==> config.mk <==
export PLATFORM = sky130hd
export DESIGN_NAME = aes_round_seq_ctrl
export DESIGN_NICKNAME = d
export VERILOG_FILES = /design/src/rtl/aes_seq_pkg.sv /design/src/rtl/aes_seq_state.sv /design/src/rtl/aes_seq_next.sv /design/src/rtl/aes_seq_decode.sv /design/src/rtl/aes_round_seq_ctrl.sv
export SDC_FILE = /design/constraint.sdc
export NUM_CORES = 1
export LEC_CHECK = 0
export BUFFER_PORTS_ARGS = -buffer_cell sky130_fd_sc_hd__buf_2
export CAP_MARGIN = 20
export CELL_PAD_IN_SITES_DETAIL_PLACEMENT = 1
export CELL_PAD_IN_SITES_GLOBAL_PLACEMENT = 2
export CORE_ASPECT_RATIO = 0.7
export CORE_MARGIN = 5
export CORE_UTILIZATION = 31
export CTS_BUF_LIST = sky130_fd_sc_hd__clkbuf_8
export CTS_CLUSTER_DIAMETER = 30
export CTS_CLUSTER_SIZE = 16
export DETAILED_ROUTE_END_ITERATION = 10
export GPL_ROUTABILITY_DRIVEN = 0
export PLACE_DENSITY_LB_ADDON = 0.1
export SETUP_SLACK_MARGIN = 0.2
export SYNTH_ARGS = -nofsm -noshare
export SYNTH_HDL_FRONTEND = slang
export SYNTH_SLANG_ARGS = --single-unit
==> constraint.sdc <==
create_clock -name clk -period 1.94 [get_ports clk]
set_input_delay 0.097 -clock clk [delete_from_list [all_inputs] [get_ports clk]]
set_output_delay 0.097 -clock clk [all_outputs]
set_load 0.1 [all_outputs]
==> src/rtl/aes_seq_pkg.sv <==
package aes_seq_pkg;

  typedef enum logic [4:0] {
    ST_IDLE,
    ST_LOAD,
    E_ARK0,
    E_SUB,
    E_SHIFT,
    E_MIX,
    E_ARK,
    E_FSUB,
    E_FSHIFT,
    E_FARK,
    D_ARK0,
    D_ISHIFT,
    D_ISUB,
    D_ARK,
    D_IMIX,
    D_FISHIFT,
    D_FISUB,
    D_FARK,
    ST_DONE
  } seq_state_t;

  typedef struct packed {
    logic load;
    logic up;
    logic down;
    logic first;
    logic penult;
    logic last;
    logic sub;
    logic shift;
    logic mix;
    logic isub;
    logic ishift;
    logic imix;
    logic rnd;
    logic dout;
    logic done;
  } seq_strobe_t;

  // Counter equals 9 when it is below ten but not below nine.
  function automatic logic count_is_nine(input logic lt_nine, input logic lt_ten);
    return lt_ten & ~lt_nine;
  endfunction

  function automatic logic is_enc_body(input seq_state_t s);
    return (s == E_SUB) || (s == E_SHIFT) || (s == E_MIX) || (s == E_ARK);
  endfunction

  function automatic logic is_dec_body(input seq_state_t s);
    return (s == D_ISHIFT) || (s == D_ISUB) || (s == D_ARK) || (s == D_IMIX);
  endfunction

  function automatic logic is_enc_final(input seq_state_t s);
    return (s == E_FSUB) || (s == E_FSHIFT) || (s == E_FARK);
  endfunction

  function automatic logic is_dec_final(input seq_state_t s);
    return (s == D_FISHIFT) || (s == D_FISUB) || (s == D_FARK);
  endfunction

endpackage

==> src/rtl/aes_seq_state.sv <==
module aes_seq_state
  import aes_seq_pkg::*;
(
  input  logic       clk,
  input  logic       rst,
  input  seq_state_t nxt,
  input  logic       take,
  input  logic       dec_in,
  output seq_state_t state,
  output logic       dec_mode
);

  always_ff @(posedge clk) begin
    if (rst) begin
      state    <= ST_IDLE;
      dec_mode <= 1'b0;
    end else begin
      state <= nxt;
      if (take) begin
        dec_mode <= dec_in;
      end
    end
  end

endmodule

==> src/rtl/aes_seq_next.sv <==
module aes_seq_next
  import aes_seq_pkg::*;
(
  input  seq_state_t state,
  input  logic       start,
  input  logic       dec_mode,
  input  logic       lt_nine,
  input  logic       lt_ten,
  input  logic       gt_zero,
  output seq_state_t nxt
);

  always_comb begin
    nxt = state;
    unique case (state)
      ST_IDLE:   if (start) nxt = ST_LOAD;
      ST_LOAD:   nxt = dec_mode ? D_ARK0 : E_ARK0;
      // encryption
      E_ARK0:    nxt = E_SUB;
      E_SUB:     nxt = E_SHIFT;
      E_SHIFT:   nxt = E_MIX;
      E_MIX:     nxt = E_ARK;
      E_ARK: begin
        if (lt_nine)     nxt = E_SUB;
        else if (lt_ten) nxt = E_FSUB;
        else             nxt = ST_DONE;
      end
      E_FSUB:    nxt = E_FSHIFT;
      E_FSHIFT:  nxt = E_FARK;
      E_FARK:    nxt = ST_DONE;
      // decryption
      D_ARK0:    nxt = D_ISHIFT;
      D_ISHIFT:  nxt = D_ISUB;
      D_ISUB:    nxt = D_ARK;
      D_ARK:     nxt = D_IMIX;
      D_IMIX:    nxt = gt_zero ? D_ISHIFT : D_FISHIFT;
      D_FISHIFT: nxt = D_FISUB;
      D_FISUB:   nxt = D_FARK;
      D_FARK:    nxt = ST_DONE;
      ST_DONE:   if (!start) nxt = ST_IDLE;
      default:   nxt = ST_IDLE;
    endcase
  end

endmodule

==> src/rtl/aes_seq_decode.sv <==
module aes_seq_decode
  import aes_seq_pkg::*;
(
  input  seq_state_t  state,
  input  logic        lt_nine,
  input  logic        lt_ten,
  output seq_strobe_t stb
);

  logic nine;
  assign nine = count_is_nine(lt_nine, lt_ten);

  always_comb begin
    stb        = '0;
    stb.penult = (is_enc_body(state) || is_dec_body(state)) && nine;
    stb.first  = (state == E_ARK0) || is_dec_final(state);
    stb.last   = (state == D_ARK0) || is_enc_final(state);
    unique case (state)
      ST_LOAD:   stb.load = 1'b1;
      E_ARK0:    begin stb.rnd = 1'b1; stb.up = 1'b1; end
      E_SUB:     stb.sub = 1'b1;
      E_SHIFT:   stb.shift = 1'b1;
      E_MIX:     stb.mix = 1'b1;
      E_ARK:     begin stb.rnd = 1'b1; stb.up = 1'b1; end
      E_FSUB:    stb.sub = 1'b1;
      E_FSHIFT:  stb.shift = 1'b1;
      E_FARK:    begin stb.rnd = 1'b1; stb.dout = 1'b1; end
      D_ARK0:    begin stb.rnd = 1'b1; stb.down = 1'b1; end
      D_ISHIFT:  stb.ishift = 1'b1;
      D_ISUB:    stb.isub = 1'b1;
      D_ARK:     begin stb.rnd = 1'b1; stb.down = 1'b1; end
      D_IMIX:    stb.imix = 1'b1;
      D_FISHIFT: stb.ishift = 1'b1;
      D_FISUB:   stb.isub = 1'b1;
      D_FARK:    begin stb.rnd = 1'b1; stb.dout = 1'b1; end
      ST_DONE:   stb.done = 1'b1;
      default:   ;
    endcase
  end

endmodule

==> src/rtl/aes_round_seq_ctrl.sv <==
module aes_round_seq_ctrl
  import aes_seq_pkg::*;
(
  input  logic clk,
  input  logic rst,
  input  logic start,
  input  logic decrypt,
  input  logic cnt_lt_nine,
  input  logic cnt_lt_ten,
  input  logic cnt_gt_zero,
  output logic load,
  output logic cnt_up,
  output logic cnt_down,
  output logic ph_first,
  output logic ph_penult,
  output logic ph_last,
  output logic en_sub,
  output logic en_shift,
  output logic en_mix,
  output logic en_isub,
  output logic en_ishift,
  output logic en_imix,
  output logic en_rnd,
  output logic en_dout,
  output logic done
);

  seq_state_t  state;
  seq_state_t  nxt;
  logic        dec_mode;
  seq_strobe_t stb;

  // named events for the checker
  logic start_take;
  logic release_evt;
  assign start_take  = (state == ST_IDLE) && start;
  assign release_evt = (state == ST_DONE) && !start;

  aes_seq_state u_state (
    .clk      (clk),
    .rst      (rst),
    .nxt      (nxt),
    .take     (start_take),
    .dec_in   (decrypt),
    .state    (state),
    .dec_mode (dec_mode)
  );

  aes_seq_next u_next (
    .state    (state),
    .start    (start),
    .dec_mode (dec_mode),
    .lt_nine  (cnt_lt_nine),
    .lt_ten   (cnt_lt_ten),
    .gt_zero  (cnt_gt_zero),
    .nxt      (nxt)
  );

  aes_seq_decode u_dec (
    .state   (state),
    .lt_nine (cnt_lt_nine),
    .lt_ten  (cnt_lt_ten),
    .stb     (stb)
  );

  assign load      = stb.load;
  assign cnt_up    = stb.up;
  assign cnt_down  = stb.down;
  assign ph_first  = stb.first;
  assign ph_penult = stb.penult;
  assign ph_last   = stb.last;
  assign en_sub    = stb.sub;
  assign en_shift  = stb.shift;
  assign en_mix    = stb.mix;
  assign en_isub   = stb.isub;
  assign en_ishift = stb.ishift;
  assign en_imix   = stb.imix;
  assign en_rnd    = stb.rnd;
  assign en_dout   = stb.dout;
  assign done      = stb.done;

endmodule

### Word level (Yosys, flattened, before mapping)

Index checks and enable logic that the tools add are counted.

| word-level totals | value |
|---|---|
| bits in registers | 6 |
| bits in latches | 0 |
| memory bits (writable) | 0 |
| bits in read-only memories | 0 |
| input bits | 7 |
| memories | 0 |

| operators by class | value |
|---|---|
| add/subtract/negate cells | 0 |
| $mul | 0 |
| div/mod/pow operators | 0 |
| order comparisons | 0 |
| equal/unequal tests | 20 |
| shift operators | 0 |
| multiplexer cells | 19 |
| bitwise operators | 2 |
| reductions and logical operators | 25 |

Operators by type and width:

| kind | count |
|---|---|
| one-hot mux 5 bit (18 select lines) | 1 |
| == test 5 x 4 -> 1 bit, second input constant | 8 |
| == test 5 x 3 -> 1 bit, second input constant | 4 |
| two-way mux 5 bit | 4 |
| == test 5 bit, second input constant | 3 |
| OR reduction 2 bit | 7 |
| logical OR 1 bit | 13 |
| two-way mux 1 bit | 12 |
| == test 5 x 2 -> 1 bit, second input constant | 2 |
| OR reduction 6 bit | 1 |
| == test 5 x 1 -> 1 bit, second input constant | 1 |
| zero test 5 bit | 1 |
| two-way mux 4 bit | 1 |
| != test 2 bit, second input constant | 2 |
| two-way mux 3 bit | 1 |
| logical AND 1 bit | 2 |
| AND reduction 2 bit | 1 |
| bitwise AND 1 bit | 1 |
| inverter 1 bit | 1 |

### Longest topological paths before layout

Gate-level depths: netlist (run 1).

| depth | value |
|---|---|
| word-level depth | 6 |
| gate-level depth with buffers | 5 |
| depth with buffers taken out | 3 |

### Cells and area by module

A second synthesis (run 1) with hierarchy kept.

| unflattened totals | value |
|---|---|
| cells, all modules | 93 |
| area total of the unflattened synthesis | 715.7 um^2 |

Modules (own cells, without submodules):

| module | times used | cells an instance | area an instance (um^2) | seq. area each (um^2) |
|---|---|---|---|---|
| aes_seq_next | 1 | 37 | 281.5 | 0.0 |
| aes_seq_decode | 1 | 41 | 249.0 | 0.0 |
| aes_seq_state | 1 | 13 | 165.2 | 120.1 |
| aes_round_seq_ctrl | 1 | 2 | 20.0 | 0.0 |

### Worst setup path before layout (run 1)

No wires, ideal clock.

| timing | value |
|---|---|
| kind | register -> output |
| start point | register u_state.state[1] |
| end point | output port en_sub |
| arrival time | 3861 ps |
| path slack | -2018 ps |
| stages on the path, launching flop included | 5 |
| path buffers | 3 |
| path through | dfxtp_1 > buf_4 > buf_2 > buf_4 > nor4b_1 |

| between the ends | value |
|---|---|
| word-level cells in the longest chain between the ends | 3 |
| elaborated cells on any way between the ends | 4 |
| classes of those cells | eq/ne (2); mux (1); reduce/logical (1) |

Ends and longest elaborated chain:

| element | line | text |
|---|---|---|
| start: declaration | aes_seq_state.sv:9 | `output seq_state_t state,` |
| start signal: assignment | aes_seq_state.sv:18 | `state <= nxt;` |
| == test 5 x 3 -> 1 bit or == test 5 x 2 -> 1 bit (tied branches) | aes_seq_decode.sv:18 | `unique case (state)` |
| OR reduction 2 bit (no line) * | n/a |  |
| two-way mux 1 bit * | aes_seq_decode.sv:18 |  |
| end: declaration | aes_round_seq_ctrl.sv:17 | `output logic en_sub,` |

Every way passes the cells marked *; elsewhere a longest branch is shown, timed or not.

### Worst setup path in the final report (run 1)

| timing | value |
|---|---|
| start point | register u_state.state[3] |
| end point | output port ph_first |

| between the ends | value |
|---|---|
| word-level cells in the longest chain between the ends | 4 |
| elaborated cells on any way between the ends | 7 |
| classes of those cells | eq/ne (4); reduce/logical (3) |

Ends and longest elaborated chain:

| element | line | text |
|---|---|---|
| == test 5 x 4 -> 1 bit or == test 5 bit (tied branches) | aes_seq_pkg.sv:61 | `return (s == D_FISHIFT) \|\| (s == D_FISUB) \|\| (s == D_FARK);` |
| logical OR 1 bit (2 in a row) | aes_seq_pkg.sv:61 |  |
| logical OR 1 bit * | aes_seq_decode.sv:16 | `stb.first = (state == E_ARK0) \|\| is_dec_final(state);` |
| end: declaration | aes_round_seq_ctrl.sv:14 | `output logic ph_first,` |

Marks and branches as above.

==> metrics.cfg, run 1 <==
[die]
ioPinCount = 22
dieArea_um2 = 3490
start_util_pct = 33.6
fp.coreArea_um2 = 2210
die_w_um = 68.5
row_count = 14
die_y_um = 50.9

[setup_path]
cp_cell_sequence = nand2b_1, buf_4, o32ai_4, buf_12
critPathMaxStageDelay_ps = 430
r2r_end = u_state.state[3]
cpMaxStageDelayCell = dfxtp_2
endpoint_kind = output port
critPathLaunch = u_state.state[3]
ff2ff_path_depth = 4
crit_arrival_ps = 1550
required_ps = 1840
r2r_slack_ps = 470
crit_path_end = ph_first
worst_path_dominant_cell_family = flip-flops
cp_max_fo = 21
crit_cells = 4
cp-start-kind = flop
r2r_start = u_state.state[1]
critical_path_class = flop to output port
path_buf_inv = 2

[global_routing]
grt_remaining_overflow = 0
grt_first_pass_wirelength_um = 4170
grt_max_degree = 24
grt_usage_pct = 15.9
grt_pass1_vias = 822
antenna_found_initial = 0

[yosys]
synthTopCellsByCount = nand2_1, nor2_1, dfxtp_1, a21oi_1
synth_top_area_share_pct = 16.2
synth_edf_count = 0
synth_seq_cells = 6
syn_inst = 95
syn_avg_cell_area_um2 = 7.81
synth.distinct_cells = 49
synth_area_leaders = dfxtp_1, buf_6, buf_4
ys_async_sr_fraction_pct = 0
syn_area_um2 = 742
syn_nets = 102
yosysWarnings = 0
synth_top_cell_by_area = dfxtp_1
synthFlopType = dfxtp_1
yosysSeqAreaShare_pct = 16.2

[routing]
finalWirelength_um = 2560
antenna_left = 0
first_iter_violations = 22
drc = 0
first_pass_iters = 4
post_drt_via_cell_ratio = 5.59
vias = 833
wl_per_cell_um = 17.2

[cts]
cts-root-buf = clkbuf_8
cts_buffers = 3
cts_sinks = 6
cts_max_level = 1
cts_tree = done
cts_hold_buf = 0
clk_pin_slew_worst_paths_ps = 40
cts_buffer_depth = 2
insertion_delay_ps = 220

[placed_design]
place_hpwl_um = 1940
port-buffer-count = 21
placed_area_um2 = 1170

[worst_hold_path]
hold_class = input port to flop

[final_layout]
diodes = 0
multi_input_area_um2 = 634
fillers = 264
design_area_um2 = 1240
finalNetCount = 126
finish.utilization_pct = 56.4
drive_above_1_share_pct = 47.9
ff_latch_area_um2 = 131
syn_to_final_growth_pct = 67.8

[timing]
finalCriticalPeriod_ps = 1650
fin_crit_sh_pct = 85.0
worst_slew_pin_slew_ps = 486
setup_viol = 0
holdWs_ps = 137
tns_ps = 0
hold_viol_final = 0
max_slew_margin_pct = 67.8
finClkSkew_ps = 2.54
fmaxAchievable_mhz = 607
rsz0062_at_grt = false
maxSlewViolCount = 0

[pwr]
p_leak_nw = 0.498
vdd.ir_drop.worst_uv = 522
p_total_mw = 0.710
power_density_nw_per_um2 = 570

[flow_run]
maxCapViolations = 0

[status]
status = finished clean

==> how the worst min path moves through the flow <==
stage	startpoint	endpoint	slack (ps)	cells past startpoint
finish	decrypt	u_state.dec_mode	140	3
floorplan	rst	u_state.state[2]	160	1
detailed placement	rst	u_state.dec_mode	370	2
CTS	rst	u_state.state[2]	130	2
global route	decrypt	u_state.dec_mode	140	3
global placement	decrypt	u_state.dec_mode	360	3
==> area by class of cell <==
type | instances | area share [%]
Timing Repair Buffer | 29 | 30.2
Tap cell | 32 | 3.22
Clock buffer | 3 | 3.32
Inverter | 5 | 1.81
Sequential cell | 6 | 10.6
Multi-Input combinational cell | 74 | 51.0
==> placed cells by master (no fill, tap or decap), types with 3 or more instances in the layout <==
master     n
o21ai_0    3
buf_4      8
buf_2      7
dfxtp_2    3
or3_1      3
inv_1      4
buf_12    14
a21oi_1    3
nor2_2     3
nand2_1    6
nor2_1     4
and2_1     4
clkbuf_8   3
==> flip-flops by register name, indices dropped and copies added, names as in the netlist <==
signal,flops
u_state.dec_mode,1
u_state.state,5
==> repair_timing <==
| action | CTS | global route |
|---|---|---|
| setup buffers | 0 | 2 |
| pin swaps | 0 | 0 |
| setup endpoints to repair | 12 | 4 |
| resized for setup | 6 | 2 |
==> worst min-delay path, cell delays in order <==
cell and delay [ps]:
buf_2 100, nand4_1 60, a21oi_1 50
==> through the flow <==
step                      std cells  setup WS (ps)
after floorplan                  95          -7.90
after global placement          144            246
after detailed placement        144            156
after CTS                       147            204
after global routing            149            221
final                           149            292
==> cells by family after synthesis <==
logic type / Yosys count / synth area share (%)
AO/OA/AOI/OAI: 23 / 22.8
XOR/XNOR: 2 / 2.36
buffers and inverters: 15 / 14.0
flip-flops: 6 / 16.2
multiplexers: 1 / 1.35
AND/OR/NAND/NOR: 48 / 43.3
==> layer usage <==
metal  wire [um]  GRT usage [%]  vias to the layer above
met2        1200           25.8                       24
met5           0              0                        -
li1            -              -                      401
met1        1230           21.1                      408
met4           0           2.97                        0
met3         132           4.39                        0
==> report_power, final <==
part,internal [mW],switching (mW)
logic,0.123,0.226
registers,0.133,0.0370
clock network,0.134,0.0574
total,0.390,0.320
No activity file was read; power rests on OpenSTA's default activity.
==> run 2, diff against run 1 <==
--- a/config.mk
+++ b/config.mk
@@ -5,13 +5,14 @@
 export SDC_FILE = /design/constraint.sdc
 export NUM_CORES = 1
 export LEC_CHECK = 0
+export ABC_AREA = 1
 export BUFFER_PORTS_ARGS = -buffer_cell sky130_fd_sc_hd__buf_2
 export CAP_MARGIN = 20
 export CELL_PAD_IN_SITES_DETAIL_PLACEMENT = 1
 export CELL_PAD_IN_SITES_GLOBAL_PLACEMENT = 2
 export CORE_ASPECT_RATIO = 0.7
 export CORE_MARGIN = 5
-export CORE_UTILIZATION = 31
+export CORE_UTILIZATION = 22
 export CTS_BUF_LIST = sky130_fd_sc_hd__clkbuf_8
 export CTS_CLUSTER_DIAMETER = 30
 export CTS_CLUSTER_SIZE = 16
==> constraint.sdc (replaced) <==
create_clock -name clk -period 1.7 [get_ports clk]
set_input_delay 0.085 -clock clk [delete_from_list [all_inputs] [get_ports clk]]
set_output_delay 0.085 -clock clk [all_outputs]
set_load 0.1 [all_outputs]
==> run 2 against run 1 <==
  * Count of clock-buffer cells in the layout stayed put
  * Cell count is 24% higher
  * Register-to-register slack worse by 160 ps
  * Clock power is 16% higher
  * Largest power group unchanged
  * Sequential power is 79% higher
  * Worst hold slack worse by 74 ps
  * Critical path depth is 3 higher
  * First-iteration DRC count is 55% higher
  * Clock skew is 2.0 ps higher
  * Highest routed layer is now met4
  * Largest cell class unchanged
  * Sequential share of layout area is 0.21 points higher
  * Via count is 8.3% higher
  * Global-route usage is 1.0 points lower
==> metrics.cfg, run 2 <==
[status]
status = finished clean

[setup_path]
ff2ff_path_depth = 9  ; +5
crit_arrival_ps = 1530  ; -20 ps
required_ps = 1620  ; -220 ps
r2r_start = u_state.state[2]
endpoint_kind = output port
cp_max_fo = 5  ; -76%
critical_path_class = flop to output port
cp-start-kind = flop
r2r_slack_ps = 310  ; -160 ps
r2r_end = u_state.state[1]

[timing]
tns_ps = 0  ; unchanged
finClkSkew_ps = 4.56  ; +2.02 ps
rsz0062_at_grt = true
worst_slew_pin_slew_ps = 485  ; -1.04 ps
maxSlewViolCount = 0  ; unchanged
setup_viol = 0  ; unchanged
finalCriticalPeriod_ps = 1610
fmaxAchievable_mhz = 621
hold_viol_final = 0  ; unchanged
fin_crit_sh_pct = 94.8
max_slew_margin_pct = 67.9  ; +0.069 points

[worst_hold_path]
hp-start = rst
hold_class = input port to flop
min_delay_worst_endpoint = u_state.state[2]
hold_path_depth = 2  ; -1

[cts]
cts_max_level = 1  ; unchanged
cts_buffers = 3  ; unchanged
cts_sinks = 6  ; unchanged
cts_tree = done
clk_pin_slew_worst_paths_ps = 40  ; about the same
insertion_delay_ps = 230  ; about the same
cts-root-buf = clkbuf_8
cts_buffer_depth = 2  ; unchanged

[placed_design]
place_hpwl_um = 1990  ; +3.0%
port-buffer-count = 21  ; unchanged

[final_layout]
largest-register = u_state.state
largest_register_ffs = 5  ; unchanged
final_cell_mix = nor2_1, nand2_1, buf_4
finalNetCount = 160  ; +27%
finish.utilization_pct = 52.1  ; -4.3 points
final_common_cell = nor2_1
drive_above_1_share_pct = 58.9  ; +11 points
diodes = 0  ; unchanged
top_regs = u_state.state x5, u_state.dec_mode x1
syn_to_final_growth_pct = 124

[routing]
dr_wl_met3_um = 138  ; +4.5%
vias = 902  ; +8.3%
wl_per_cell_um = 15.8  ; -7.8%
finalWirelength_um = 2930  ; +14%
wl_met1_um = 1320  ; +7.1%
first_pass_iters = 4  ; unchanged
post_drt_via_cell_ratio = 4.88  ; -13%
drc = 0  ; unchanged
dr.max_layer_used = met4
wl_met2_um = 1410  ; +18%
antenna_left = 0  ; unchanged
first_iter_violations = 34  ; +55%

[yosys]
synth_top_area_share_pct = 21.5  ; +5.3 points
syn_area_um2 = 577  ; -22%
synthTopCellsByCount = nand2_1, nor2_1, inv_1, nand3_1, dfxtp_1
synthFlopType = dfxtp_1
syn_inst = 113  ; +19%
synth_most_common_cell = nand2_1
synth_top_cell_by_area = nand2_1
synth_area_leaders = nand2_1, dfxtp_1, nor2_1
synth_edf_count = 0  ; unchanged
syn_nets = 120  ; +18%
yosysSeqAreaShare_pct = 20.8  ; +4.6 points
synth_seq_cells = 6  ; unchanged
synth.distinct_cells = 15  ; -69%
yosysWarnings = 0  ; unchanged
ys_async_sr_fraction_pct = 0  ; unchanged
syn_avg_cell_area_um2 = 5.10  ; -35%

[die]
row_count = 15  ; +1
die_w_um = 71.2  ; +4.0%
ioPinCount = 22  ; unchanged
fp.coreArea_um2 = 2480  ; +12%
dieArea_um2 = 3760  ; +7.9%
start_util_pct = 23.3  ; -10 points
die_y_um = 52.8  ; +3.8%

[pwr]
p_leak_nw = 0.600  ; +20%
p_total_mw = 2.32  ; +230%
power_density_nw_per_um2 = 1800  ; +220%
vdd.ir_drop.worst_uv = 791  ; +52%

[global_routing]
grt_first_pass_wirelength_um = 4240  ; +1.7%
grt_pass1_vias = 863  ; +5.0%
grt_remaining_overflow = 0  ; unchanged
grt_usage_pct = 14.9  ; -1.0 points
antenna_found_initial = 0  ; unchanged
grt_max_degree = 8  ; -67%

[flow_run]
maxCapViolations = 0  ; unchanged

run 2: metrics by stage:
step	instance area, um2	cells	worst slack, ps	hold slack, ps
2_1_floorplan	691	113	-219	147
3_3_place_gp	988	168	166	301
3_5_place_dp	988	168	189	301
4_1_cts	1180	176	71.3	57.6
5_1_grt	1290	185	1.61	70.5
6_report	1290	185	88.5	62.9
run 2: worst max-delay path by stage:
stage	start	to	slack (ps)	cells after the start
CTS	u_state.state[1]	ph_penult	70	7
finish	u_state.state[0]	en_rnd	90	7
global route	u_state.state[1]	en_rnd	2	7
detailed placement	u_state.state[1]	ph_penult	190	7
floorplan	u_state.state[4]	en_rnd	-220	7
global placement	u_state.state[1]	ph_penult	170	7
run 2: area by class of cell:
| type | count | area, um2 |
|---|---|---|
| clock buffer | 3 | 41.3 |
| fill | 321 | 1190 |
| inverter | 18 | 85.1 |
| multi-input combinational | 89 | 588 |
| sequential | 6 | 139 |
| tap | 34 | 42.5 |
| timing repair buffer | 35 | 394 |
run 2: timing repair:
action | CTS | global route
pin swaps | 6 | 12
resized for setup | 36 | 13
buffers inserted | 5 | 9
cloned | 0 | 0
hold buffers | 0 | 0
setup endpoints to repair | 10 | 13
run 2: cell families after synthesis:
group / after synthesis / share of synthesized area (%)
buf+inv: 18 / 11.7
flops: 6 / 20.8
simple gates: 80 / 58.8
compound gates: 9 / 8.68
run 2: worst max-delay path: stages (launching register included):
cell and delay, ps:
dfxtp_4 390, inv_2 50, nor2_4 220, nand3_4 150, nand2_8 100, inv_2 50, nand4_1 140, buf_12 190
run 2: routing by layer:
layer  global-route usage (%)  vias up
met2                     26.2       28
met3                     3.83        7
met4                     2.81        0
met1                     18.5      437
li1                         -      430
met5                        0        -
run 2: power breakdown:
part           switching (mW)  leakage [nW]  internal (mW)
clock network          0.0682        0.0216          0.153
registers              0.0961        0.0527          0.208
logic                    1.24         0.525          0.562
